File: config.mk
export PLATFORM = sky130hd
export DESIGN_NAME = sense_latch_regs
export DESIGN_NICKNAME = d
export VERILOG_FILES = /design/src/rtl/sense_pkg.sv /design/src/rtl/sense_sync.sv /design/src/rtl/sense_qualify.sv /design/src/rtl/sense_latch_regs.sv
export SDC_FILE = /design/constraint.sdc
export NUM_CORES = 1
export LEC_CHECK = 0
export ABC_AREA = 1
export ABC_CLOCK_PERIOD_IN_PS = 1400
export BUFFER_PORTS_ARGS = -buffer_cell sky130_fd_sc_hd__buf_4
export CORE_ASPECT_RATIO = 1.25
export CORE_MARGIN = 2
export CORE_UTILIZATION = 35
export CTS_CLUSTER_DIAMETER = 50
export DETAILED_ROUTE_END_ITERATION = 10
export PLACE_DENSITY = 0.68
export SYNTH_ARGS = -nofsm -noshare
export SYNTH_HDL_FRONTEND = slang
export SYNTH_SLANG_ARGS = --single-unit
File: constraint.sdc
create_clock -name clk -period 1.4 [get_ports clk]
set_clock_uncertainty 0.1 [all_clocks]
set_input_delay 0.21 -clock clk [delete_from_list [all_inputs] [get_ports clk]]
set_output_delay 0.21 -clock clk [all_outputs]
set_load 0.02 [all_outputs]
File: src/rtl/sense_pkg.sv
package sense_pkg;
   // Register addresses on the control bus
   localparam int unsigned ADDR_USER = 0;
   localparam int unsigned ADDR_MODE = 1;
   // Bit position of the run flag at ADDR_MODE
   localparam int unsigned MODE_RUN_BIT = 0;
endpackage

File: src/rtl/sense_sync.sv
module sense_sync #(
   parameter int STAGES = 2
) (
   input  logic clk,
   input  logic rst_n,
   input  logic d,
   output logic q
);
   if (STAGES < 2) begin : g_bad_stages
      $error("sense_sync: STAGES must be at least 2");
   end

   logic [STAGES-1:0] pipe;

   always_ff @(posedge clk or negedge rst_n) begin
      if (!rst_n) pipe <= '0;
      else        pipe <= {pipe[STAGES-2:0], d};
   end

   assign q = pipe[STAGES-1];
endmodule

File: src/rtl/sense_qualify.sv
module sense_qualify #(
   parameter int QUAL_CYC = 4
) (
   input  logic clk,
   input  logic rst_n,
   input  logic s,
   output logic fire
);
   if (QUAL_CYC < 1) begin : g_bad_qual
      $error("sense_qualify: QUAL_CYC must be at least 1");
   end

   if (QUAL_CYC == 1) begin : g_edge
      // Single-cycle qualification: one pulse on each rising edge
      logic s_d;
      always_ff @(posedge clk or negedge rst_n) begin
         if (!rst_n) s_d <= 1'b0;
         else        s_d <= s;
      end
      assign fire = s & ~s_d;
   end else begin : g_count
      localparam int CW = $clog2(QUAL_CYC + 1);
      localparam logic [CW-1:0] LAST = CW'(QUAL_CYC - 1);
      localparam logic [CW-1:0] SAT  = CW'(QUAL_CYC);
      logic [CW-1:0] cnt;
      // The count saturates past LAST, so fire comes once per high period
      always_ff @(posedge clk or negedge rst_n) begin
         if (!rst_n)          cnt <= '0;
         else if (!s)         cnt <= '0;
         else if (cnt != SAT) cnt <= cnt + 1'b1;
      end
      assign fire = s && (cnt == LAST);
   end
endmodule

File: src/rtl/sense_latch_regs.sv
module sense_latch_regs #(
   parameter int N_CH        = 2,
   parameter int QUAL_CYC    = 4,
   parameter int SYNC_STAGES = 2,
   parameter int ADDR_W      = 2,
   parameter int DATA_W      = 8
) (
   input  logic              clk,
   input  logic              rst_n,
   input  logic [N_CH-1:0]   ext_sense,
   output logic [N_CH-1:0]   ext_enable,
   output logic              irq,
   input  logic              bus_wr,
   input  logic [ADDR_W-1:0] bus_addr,
   input  logic [DATA_W-1:0] bus_wdata,
   output logic [DATA_W-1:0] bus_rdata
);
   import sense_pkg::*;

   localparam int EN_LO = N_CH;
   localparam int EN_HI = 2 * N_CH - 1;

   if (N_CH < 1 || 2 * N_CH > DATA_W) begin : g_bad_width
      $error("sense_latch_regs: 2*N_CH must fit in DATA_W");
   end
   if (ADDR_W < 1) begin : g_bad_addr
      $error("sense_latch_regs: ADDR_W must be at least 1");
   end

   logic [N_CH-1:0] fire;
   logic [N_CH-1:0] sense_q;
   logic [N_CH-1:0] enable_q;
   logic            run_mode;
   logic            wr_user;
   logic            wr_mode;

   assign wr_user = bus_wr && (bus_addr == ADDR_W'(ADDR_USER));
   assign wr_mode = bus_wr && (bus_addr == ADDR_W'(ADDR_MODE));

   for (genvar i = 0; i < N_CH; i++) begin : g_ch
      logic s_sync;
      sense_sync #(.STAGES(SYNC_STAGES)) i_sync (
         .clk  (clk),
         .rst_n(rst_n),
         .d    (ext_sense[i]),
         .q    (s_sync)
      );
      sense_qualify #(.QUAL_CYC(QUAL_CYC)) i_qual (
         .clk  (clk),
         .rst_n(rst_n),
         .s    (s_sync),
         .fire (fire[i])
      );
      // A qualification wins over a clearing write in the same cycle
      always_ff @(posedge clk or negedge rst_n) begin
         if (!rst_n)    sense_q[i] <= 1'b0;
         else if (fire[i]) sense_q[i] <= 1'b1;
         else if (wr_user && bus_wdata[i]) sense_q[i] <= 1'b0;
      end
   end

   always_ff @(posedge clk or negedge rst_n) begin
      if (!rst_n) begin
         enable_q <= '0;
         run_mode <= 1'b0;
      end else begin
         if (wr_user) enable_q <= bus_wdata[EN_HI:EN_LO];
         if (wr_mode) run_mode <= bus_wdata[MODE_RUN_BIT];
      end
   end

   always_comb begin
      bus_rdata = '0;
      if (bus_addr == ADDR_W'(ADDR_USER)) begin
         bus_rdata[N_CH-1:0]   = sense_q;
         bus_rdata[EN_HI:EN_LO] = enable_q;
      end else if (bus_addr == ADDR_W'(ADDR_MODE)) begin
         bus_rdata[MODE_RUN_BIT] = run_mode;
      end
   end

   assign ext_enable = enable_q;
   assign irq        = |sense_q;
endmodule

### Word level (Yosys, flattened, before mapping)

Cells that the tools add are included.

| operators by class | value |
|---|---|
| add/subtract/negate cells | 2 |
| equality and inequality tests | 7 |
| mux-type cells | 11 |
| reductions and logical operators | 10 |

Operators by type and width:

| cell | count |
|---|---|
| $mux W3 | 5 |
| $add A3 B1 Y3 const B | 2 |
| $eq A3 B2 Y1 const B | 2 |
| $logic_and A1 B1 Y1 | 6 |
| $mux W1 | 6 |
| $ne A3 B3 Y1 const B | 2 |
| $ne A2 B1 Y1 const B | 2 |
| $reduce_bool A2 Y1 | 2 |
| $eq A2 B1 Y1 const B | 1 |
| $logic_not A2 Y1 | 1 |
| $reduce_or A2 Y1 | 1 |

| storage, ports and cells | value |
|---|---|
| register bits after elaboration | 15 |
| input bits | 15 |
| output and inout bits | 11 |
| word-level logic and storage cells | 38 |

### Logic depth before layout (Yosys ltp)

| depth | value |
|---|---|
| depth in word-level cells | 5 |
| gate-level depth with buffers | 5 |

### Cells and area by module

Synthesis repeated with hierarchy kept, for this count alone.

| unflattened totals | value |
|---|---|
| cell total of the unflattened synthesis | 84 |
| area, all modules | 750.7 µm² |

Modules (own cells, without submodules):

| module | instances | cells each | area each (µm²) | seq. area each (µm²) |
|---|---|---|---|---|
| sense_qualify | 2 | 19 | 175.2 | 75.1 |
| sense_latch_regs | 1 | 42 | 300.3 | 125.1 |
| sense_sync | 2 | 2 | 50.0 | 50.0 |

### Least setup slack after synthesis

Ideal clock, no wire load.

| timing path | value |
|---|---|
| kind | reg-to-reg |
| start point | register g_ch[0].i_qual.g_count.cnt[0] |
| end point | register g_ch[0].i_qual.g_count.cnt[2] |
| setup time | 0.078 ns |
| arrival | 0.926 ns |
| required time | 1.222 ns |
| setup slack | 0.296 ns |
| stages on the path, launching flop included | 4 |
| buffers on the path | 0 |
| clock period less this slack | 1.104 ns |
| path through | dfrtp_1 > ha_1 > ha_1 > a21boi_1 |

| between the ends | value |
|---|---|
| cells in the longest elaborated chain, start to end | 3 |
| elaborated cells on any way between the ends | 5 |
| those cells by class | add/sub (1); eq/ne (2); mux (2) |

RTL lines:

| item | line | RTL |
|---|---|---|
| start: declaration | sense_qualify.sv:25 | `logic [CW-1:0] cnt;` |
| start signal: assignment | sense_qualify.sv:30 | `else if (cnt != SAT) cnt <= cnt + 1'b1;` |
| $add A3 B1 Y3 | sense_qualify.sv:30 |  |
| $mux W3 | sense_qualify.sv:30 |  |
| $mux W3 | sense_qualify.sv:29 | `else if (!s) cnt <= '0;` |

Several ways; a longest one is shown, not always the timed one. The select of a mux whose other input is x is not followed.
A chain may end at the register's enable or synchronous reset.

### Final worst setup path

| timing path | value |
|---|---|
| start point | register run_mode |
| end point | output bus_rdata[0] |

| between the ends | value |
|---|---|
| cells in the longest elaborated chain, start to end | 2 |

RTL lines:

| item | line | RTL |
|---|---|---|
| start: declaration | sense_latch_regs.sv:33 | `logic run_mode;` |
| start signal: assignment | sense_latch_regs.sv:68 | `if (wr_mode) run_mode <= bus_wdata[MODE_RUN_BIT];` |
| $mux W1 | sense_latch_regs.sv:77 | `end else if (bus_addr == ADDR_W'(ADDR_MODE)) begin` |
| $mux W1 | sense_latch_regs.sv:74 | `if (bus_addr == ADDR_W'(ADDR_USER)) begin` |
| end: declaration | sense_latch_regs.sv:16 | `output logic [DATA_W-1:0] bus_rdata` |

No other way between the ends.

==> summary.md <==
| Metric | Value |
|---|---|
| Pre-Repair DR Iteration Count | `4` |
| Leading post-synthesis cells by cell area | `dfrtp_1 51%, ha_1 10%, nand2_1 8.1%` |
| DRT antenna net count | `0` |
| GPL Wtd Cong | `between 0.6 and 0.7` |
| Synth warnings | `0` |
| Setup TNS | `0 ns` |
| Routed WL | `approximately 1200 µm` |
| Die Ht | `55.4 µm` |
| Status | `completed` |
| Most frequent cells in the layout | `17 x buf_4, 16 x nand2_1, 15 x dfrtp_1` |
| Slowest cell delay on critical path | `0.39 ns` |
| Critical Path End Type | `primary output` |
| Power density over cell area | `1390 mW/mm²` |
| Nets | `between 100 and 150` |
| Hold depth | `3` |
| Yosys reg bits | `15` |
| Post-layout util | `between 40% and 50%` |
| Min Clock Period, post-route | `1.28 ns` |
| Syn_area_per_cell | `9.26 µm²` |
| Hold path start | `bus_wdata[0]` |
| Post-route DRC violation count | `0` |
| WL/cell | `just under 10 µm` |
| TritonCTS clock tree | `yes` |
| Cell count after synthesis | `80` |
| Layout cells sized above 1 | `27.2%` |
| Vias | `595` |
| FF-to-FF setup slack | `0.21 ns` |
| Crit Path Class | `register to primary output` |
| HP Class | `input port to register` |
| Grt ovf | `0` |
| R2r endpoint | `g_ch[1].i_qual.g_count.cnt[2]` |
| Crit Path Max Fanout | `2` |
| Max VDD drop | `0.000767 V` |
| Skew-Pair Late Insertion Delay | `0.28 ns` |
| Crit path DAT | `between 0.9 and 1 ns` |
| Initial antenna violation count | `0` |
| Final hold viol count | `0` |
| CP Cell Sequence | `nand3_1, o21ai_2, buf_4` |
| Syn Std Cell Area | `around 740 µm²` |
| DIE AREA | `0.00250 mm²` |
| Postcts setup bufs | `0` |
| Hold EP | `run_mode` |
| Seq/Total Area, Yosys | `50.7%` |
| R2R depth | `3` |
| DRT iter0 DRCs | `18` |
| Ports | `26` |
| CP Data Required Time | `1.09 ns` |
| Slowest cell on crit path | `dfrtp_1` |
| Hold_ws | `0.0706 ns` |
| Endpoints failing setup | `0` |
| Pin count of the biggest net entering global routing | `16` |
| Max Cap Viol | `0` |
| Final Max Slew Viols | `0` |
| Post-DP HPWL | `981 µm` |
| CTS root buf | `clkbuf_4` |
| CTS sink count | `15` |
| Die width | `45.1 µm` |
| Cell accounting for the most synthesized area | `dfrtp_1` |
| Fmax | `between 700 and 800 MHz` |
| Vias in the first global route | `552` |
| Rows | `18` |
| Unique masters post-synth | `15` |
| Reg clk slew, reported paths | `0.09 ns` |
| Fin crit share | `91.7%` |
| Critical path launch point type | `register` |
| Post-cts sizing count | `0` |
| Core ar. | `0.00198 mm²` |
| Starting density of the core | `37.4%` |
| Area grow syn2layout | `25.8%` |
| Drt via density | `about 4.8` |
| I/O Buffers | `17` |
| First-pass GRT wire length | `2090 µm` |
| Worst r2r src | `g_ch[1].i_qual.g_count.cnt[0]` |
| CTS Buf Count | `3` |
| Antenna Diode Count | `0` |
| Tot GR Track Use | `11.4%` |
| Clk buf depth | `2` |
| RSZ-0062 raised after global routing | `no` |
| H-tree lvl count | `1` |
| Top cell type's share of synthesized area | `50.7%` |
| Most common cell after layout, fill and taps aside | `buf_4` |
| Pleak | `0.000492 µW` |
[cell type report]
| class | count | area (µm²) |
|---|---|---|
| fill | 201 | 1050 |
| sequential | 15 | 375 |
| multi-input combinational | 50 | 294 |
| timing repair buffer | 20 | 158 |
| inverter | 14 | 52.6 |
| tap | 20 | 25.0 |
| clock buffer | 3 | 22.5 |
| clock inverter | 1 | 5.00 |
[cell usage after synthesis]
| cell type | n |
|---|---|
| conb_1 | 1 |
| inv_2 | 1 |
| nand3_2 | 1 |
| o21ai_2 | 1 |
| ha_1 | 6 |
| nor2_4 | 1 |
| nand4_1 | 2 |
| nor2_2 | 3 |
| o21ai_1 | 4 |
| nand3_1 | 11 |
| buf_4 | 4 |
| nand2_1 | 16 |
| inv_1 | 13 |
| dfrtp_1 | 15 |
| a21boi_1 | 1 |
[flip-flops by register name, summed over array words and instances (netlist names)]
register	count
run_mode	1
g_ch.i_sync.pipe	4
ext_enable	2
g_ch.i_qual.g_count.cnt	6
sense_q	2
[power breakdown]
| part | leakage [µW] | total [µW] | internal [µW] | switching [µW] |
|---|---|---|---|---|
| Clock | 0.0000177 | 239 | 106 | 133 |
| Combinational | 0.000287 | 442 | 188 | 254 |
| Sequential | 0.000188 | 617 | 541 | 76.6 |
[critical path: cells and delay by family, from the launching register on]
kind	cells	cell delay (ns)
compound gates	1	0.06
buf+inv	1	0.15
simple gates	1	0.10
flops	1	0.39
[layer usage]
metal,wire [µm],vias up,global-route usage [%]
met4,10,0,6.30
met3,95,2,3.92
met1,487,271,11.8
met2,623,27,19.2
met5,0,-,0
li1,-,295,-
[cell families (layout without fill, tap and decap cells)]
kind of cell             after synthesis  count (layout)  share of synthesized area [%]
flip-flops                            15              15                           50.7
adder cells (fa/ha/maj)                6               6                           10.1
buffers and inverters                 18              38                           11.1
AND/OR/NAND/NOR                       34              34                           22.6
AO/OA/AOI/OAI                          6               6                           4.90
other                                  1               4                          0.506
[per-stage QoR]
| step | instance area, µm² | total power, µW | worst slack [ns] | std cells |
|---|---|---|---|---|
| final | 932 | 1300 | 0.116 | 123 |
| after detailed placement | 875 | 1070 | 0.229 | 116 |
| after global routing | 932 | 1420 | 0.0446 | 123 |
| after CTS | 932 | 1320 | 0.0963 | 123 |
| after floorplan | 752 | 915 | 0.296 | 83 |
| after global placement | 875 | 1040 | 0.250 | 116 |
[worst max-delay path by stage]
stage / startpoint / endpoint / slack [ns] / depth (start not counted)
after floorplan: g_ch[0].i_qual.g_count.cnt[0] / g_ch[0].i_qual.g_count.cnt[2] / 0.30 / 3
after global placement: g_ch[0].i_qual.g_count.cnt[0] / g_ch[0].i_qual.g_count.cnt[2] / 0.25 / 3
after detailed placement: g_ch[0].i_qual.g_count.cnt[0] / g_ch[0].i_qual.g_count.cnt[2] / 0.23 / 3
after CTS: run_mode / bus_rdata[0] / 0.1 / 3
after global routing: sense_q[0] / bus_rdata[0] / 0.04 / 3
final: run_mode / bus_rdata[0] / 0.12 / 3
[repair_timing]
action                                  4_1_cts  5_1_grt
hold buffers                                  3        0
endpoints found under the setup margin        0        0
endpoints found under the hold margin        17        0
No activity file was read; power rests on OpenSTA's default activity.
